===== config.mk =====
export PLATFORM = sky130hd
export DESIGN_NAME = mstore_rowcol
export DESIGN_NICKNAME = d
export VERILOG_FILES = /design/src/rtl/mstore_pkg.sv /design/src/rtl/mstore_bank.sv /design/src/rtl/mstore_rotate.sv /design/src/rtl/mstore_addr.sv /design/src/rtl/mstore_rowcol.sv
export SDC_FILE = /design/constraint.sdc
export NUM_CORES = 2
export LEC_CHECK = 0
export BUFFER_PORTS_ARGS = -buffer_cell sky130_fd_sc_hd__buf_2
export CORE_ASPECT_RATIO = 0.9
export CORE_MARGIN = 2
export CORE_UTILIZATION = 50
export CTS_CLUSTER_SIZE = 30
export DETAILED_ROUTE_END_ITERATION = 10
export HOLD_SLACK_MARGIN = 0.12
export PLACE_DENSITY = 0.67
export SYNTH_ARGS = -nofsm -noshare
export SYNTH_HDL_FRONTEND = slang
export SYNTH_SLANG_ARGS = --single-unit

===== constraint.sdc =====
create_clock -name clk -period 4 [get_ports clk]
set_input_delay 0.2 -clock clk [delete_from_list [all_inputs] [get_ports clk]]
set_output_delay 0.2 -clock clk [all_outputs]
set_load 0.02 [all_outputs]

===== src/rtl/mstore_pkg.sv =====
`timescale 1ns/1ps
package mstore_pkg;
  typedef enum logic {
    SLICE_ROW = 1'b0,
    SLICE_COL = 1'b1
  } slice_dir_e;
endpackage


===== src/rtl/mstore_bank.sv =====
`timescale 1ns/1ps
// Single-port flop bank: one address per cycle, registered read of old data.
module mstore_bank #(
  parameter int DEPTH = 8,
  parameter int DW    = 16,
  localparam int AW   = $clog2(DEPTH)
) (
  input  logic          clk,
  input  logic          rst_n,
  input  logic [AW-1:0] addr,
  input  logic          we,
  input  logic [DW-1:0] wdata,
  output logic [DW-1:0] rdata
);
  logic [DW-1:0] mem [DEPTH];

  always_ff @(posedge clk or negedge rst_n) begin
    if (!rst_n) begin
      for (int a = 0; a < DEPTH; a++) mem[a] <= '0;
      rdata <= '0;
    end else begin
      rdata <= mem[addr];
      if (we) mem[addr] <= wdata;
    end
  end
endmodule


===== src/rtl/mstore_rotate.sv =====
`timescale 1ns/1ps
// Lane rotation. GATHER=1: out[k] = in[(k+amt) mod N]; GATHER=0: out[k] = in[(k-amt) mod N].
module mstore_rotate #(
  parameter int N      = 8,
  parameter int DW     = 16,
  parameter bit GATHER = 1'b1,
  localparam int SW    = $clog2(N)
) (
  input  logic [N*DW-1:0] din,
  input  logic [SW-1:0]   amt,
  output logic [N*DW-1:0] dout
);
  for (genvar k = 0; k < N; k++) begin : g_lane
    logic [SW-1:0] src;
    if (GATHER) begin : g_gat
      assign src = SW'(k) + amt;
    end else begin : g_sct
      assign src = SW'(k) - amt;
    end
    assign dout[k*DW +: DW] = din[src*DW +: DW];
  end
endmodule


===== src/rtl/mstore_addr.sv =====
`timescale 1ns/1ps
// Per-bank address for the skewed layout: element (r,c) in bank (r+c) mod N at address r.
module mstore_addr #(
  parameter int N   = 8,
  localparam int AW = $clog2(N)
) (
  input  mstore_pkg::slice_dir_e dir,
  input  logic [AW-1:0]          idx,
  output logic [N-1:0][AW-1:0]   addr
);
  for (genvar b = 0; b < N; b++) begin : g_bank
    assign addr[b] = (dir == mstore_pkg::SLICE_ROW) ? idx : (AW'(b) - idx);
  end
endmodule


===== src/rtl/mstore_rowcol.sv =====
`timescale 1ns/1ps
module mstore_rowcol #(
  parameter int N   = 8,
  parameter int DW  = 16,
  localparam int AW = $clog2(N)
) (
  input  logic          clk,
  input  logic          rst_n,
  input  logic          slice_col,
  input  logic [AW-1:0] slice_idx,
  input  logic          wr_en,
  input  logic [N*DW-1:0] wr_data,
  output logic [N*DW-1:0] rd_data
);
  import mstore_pkg::*;

  slice_dir_e             dir;
  logic [N-1:0][AW-1:0]   bank_addr;
  logic [N*DW-1:0]        bank_wdata;
  logic [N*DW-1:0]        bank_rdata;
  logic [AW-1:0]          idx_q;

  assign dir = slice_dir_e'(slice_col);

  mstore_addr #(.N(N)) i_addr (
    .dir  (dir),
    .idx  (slice_idx),
    .addr (bank_addr)
  );

  // Write side: lane k goes to bank (k+idx) mod N.
  mstore_rotate #(.N(N), .DW(DW), .GATHER(1'b0)) i_wr_rot (
    .din  (wr_data),
    .amt  (slice_idx),
    .dout (bank_wdata)
  );

  for (genvar b = 0; b < N; b++) begin : g_bank
    mstore_bank #(.DEPTH(N), .DW(DW)) i_bank (
      .clk   (clk),
      .rst_n (rst_n),
      .addr  (bank_addr[b]),
      .we    (wr_en),
      .wdata (bank_wdata[b*DW +: DW]),
      .rdata (bank_rdata[b*DW +: DW])
    );
  end

  // Rotation amount follows the registered bank read by one cycle.
  always_ff @(posedge clk or negedge rst_n) begin
    if (!rst_n) idx_q <= '0;
    else        idx_q <= slice_idx;
  end

  mstore_rotate #(.N(N), .DW(DW), .GATHER(1'b1)) i_rd_rot (
    .din  (bank_rdata),
    .amt  (idx_q),
    .dout (rd_data)
  );
endmodule


==> impl_metrics.ini <==
[sta]
rsz0062_at_grt = false
hold_viol = 0
fin_skew_ps = 21.1
period_minus_slack_ps = 3580
maxSlewHeadroom_pct = 11.7
finalSetupTns_ps = 0
setup_viol = 0
hold_ws_ps = 171
post-route-period-util_pct = 89.5
setup_ws_ps = 422
fmax_mhz = 279
tightest_slew_ps = 1320
drv_slew = 0

[placed_design]
gp_congestion = 0.993
preCtsSetupSlack_ps = 674
port_buffers = 262
dpl.hpwl_um = 154000

[cells_and_area]
fin_util_pct = 57.1
syn_to_final_growth_pct = 13.1
nets = 6074
drive_gt1_share_pct = 21.7
n_fill_cell = 9952

[synthesis]
synth_flop_cell = dfrtp_1
netlist_instances = 5744
ys_seq_elements = 1155
syn-cell-area_sq_um = 59200
mappedNetlistNets = 5887
synthDistinctLibCells = 63
seq_area_frac_synth_pct = 48.9
synth_edf_count = 0
syn_avg_cell_area_sq_um = 10.3
ys_warn_count = 0
async_flop_share_pct = 100

[setup_path]
worstSetupPathType = register to output pin
path_cells = inv_1 -> ha_4 -> buf_12 -> mux4_2 -> buf_2
worstRegToRegCells = 3
reg2reg_to = g_bank[3].i_bank.rdata[4]$_DFF_PN0_
critPathLaunchType = register
r2r_setup_slack_ps = 2230
max_stage_delay_ps = 780
timing.critical_path.to = rd_data[28]
cp.required_ps = 3800
cp_max_fo = 43
cp-startpoint = idx_q[0]$_DFF_PN0_
reg2reg_from = g_bank[3].i_bank.mem[84]$_DFFE_PN0P_
end_kind = output pin
cp_slowest_cell = dfrtp_4
crit_arrival_ps = 3380

[clock_tree]
cts_tree = done
root_buffer = clkbuf_16
clk_path_buf_depth = 3
cts.sinks = 1155
cts_buffers = 116
clkTransAtPathRegs_ps = 60
ctsHoldBuffers = 38
cts_resized = 0
clk_latency_ps = 740
htree_levels = 3
post_cts_buffers = 0

[route]
routed_wl_um = 211000
drc = 0
drt_iter0_drc = 6365
drt-pass1-iter-count = 6
via_per_inst = 6.28
ant_nets = 0
wl_per_cell_um = 27.7
via_count = 47900

[pwr]
p_per_area_nw_per_um2 = 615
p_leak_nw = 30.1
vdd_drop_max_mv = 0.395

[flow_run]
drv_cap = 0

[global_route]
grt_pass1_wl_um = 309000
grt_usage_pct = 34.8
grt_max_degree = 175
antenna_found_initial = 37
grt_pass1_vias = 44700
grt.overflow.total = 0

[die]
die_x_um = 367
ios = 263
dieArea_sq_um = 121000
initial_core_util_pct = 50.5
num_rows = 119
coreArea_sq_um = 117000
die_height_um = 330

[min_path]
hold-path-cell-count = 5
min_path_type = input port to register

[status]
status = complete, no violations
## cells by family after synthesis
kind of cell    after synthesis  synth area share, %
xor+xnor                     12                0.222
mux                         953                 21.2
simple gates               1663                 11.9
compound gates             1497                 14.1
fa+ha+maj                     8                0.169
buf+inv                     456                 3.55
flops                      1155                 48.9
## flip-flops by register name, summed over array words and instances (netlist names)
name	cells
g_bank.i_bank.mem	1024
g_bank.i_bank.rdata	128
idx_q	3
## layer usage
metal	global-route usage [%]	routed length, um	vias to the layer above
met1	49.8	87400	23700
met3	14.1	30500	469
li1	-	-	20900
met4	13.4	9290	26
met2	47.2	83900	2809
met5	0	164	-
## Yosys cell counts (all sizes together) (4+ instances only)
cell    count  share of area, %
a32oi      10              0.15
nor3b       4             0.097
a22oi      43              0.55
nor3       18              0.44
a21oi     370               3.1
xnor2       9              0.16
o221ai     36              0.55
o22ai     150               1.6
ha          8              0.17
o21ai     805               6.8
nor2      372               2.4
mux2      339               6.5
a221oi     52              0.81
nor2b       5             0.053
or2        59              0.62
nand3      74              0.63
o22a        7              0.10
o21a        7             0.089
mux4      208               7.9
dfrtp    1155                49
or4         5             0.063
and2        5             0.053
or3         8             0.085
clkbuf    220               1.4
mux2i     406               6.9
and4b       6              0.10
nand2    1070               6.8
nand2b     21              0.29
buf       231               2.1
and4bb      6              0.13
a211o      15              0.22
inv         4             0.025
## critical path, delay by kind of cell, from the launching register on
family | cells | cell delay, ps
fa+ha+maj | 1 | 610
flops | 1 | 780
buf+inv | 3 | 650
mux | 1 | 570
## final cells by class
class                   instances  area [sq um]  share of cell area (%)
multi-input cells            4133         28300                    42.3
inverters                       5          18.8                  0.0280
flip-flops and latches       1155         28900                    43.2
clock buffers                 168          3430                    5.13
repair buffers                520          3670                    5.49
diodes                         20          50.0                  0.0748
clock inverters                49           561                   0.838
well taps                    1573          1970                    2.94
## cell usage in the layout (no fill, tap or decap), types with 43 or more instances in the layout
master / instances
a221oi_1: 48
or2_1: 50
clkbuf_16: 120
nand3_1: 74
a22oi_1: 43
nand2_1: 1070
nor2_1: 355
buf_2: 259
dfrtp_1: 1152
mux2i_1: 406
o21ai_1: 69
mux2_2: 339
mux4_2: 208
a21oi_1: 369
buf_4: 196
o22ai_1: 150
o21ai_0: 731
## worst min path at each step
stage / to / slack (ps) / startpoint
after global routing: g_bank[3].i_bank.mem[93]$_DFFE_PN0P_ / 160 / wr_data[61]
after CTS: g_bank[3].i_bank.mem[77]$_DFFE_PN0P_ / 120 / wr_data[61]
final: g_bank[3].i_bank.mem[1]$_DFFE_PN0P_ / 170 / wr_data[97]
after detailed placement: g_bank[1].i_bank.rdata[1]$_DFF_PN0_ / 420 / rst_n
after global placement: g_bank[1].i_bank.rdata[1]$_DFF_PN0_ / 420 / rst_n
after floorplan: g_bank[0].i_bank.mem[0]$_DFFE_PN0P_ / -100 / rst_n
## stage by stage
stage,cells,power (mW),area (sq um)
4_1_cts,7603,40.9,66900
3_3_place_gp,7348,29.1,62500
2_1_floorplan,5744,24.7,59200
6_report,7623,41.1,66900
5_1_grt,7606,43.1,66900
3_5_place_dp,7348,29.5,62500
## report_power, final
group	switching [mW]	internal, mW	total [mW]
Sequential	2.53	15.3	17.8
Combinational	7.03	4.92	11.9
Clock	4.82	6.60	11.4
Note: power is estimated with default switching activity, not from simulation.
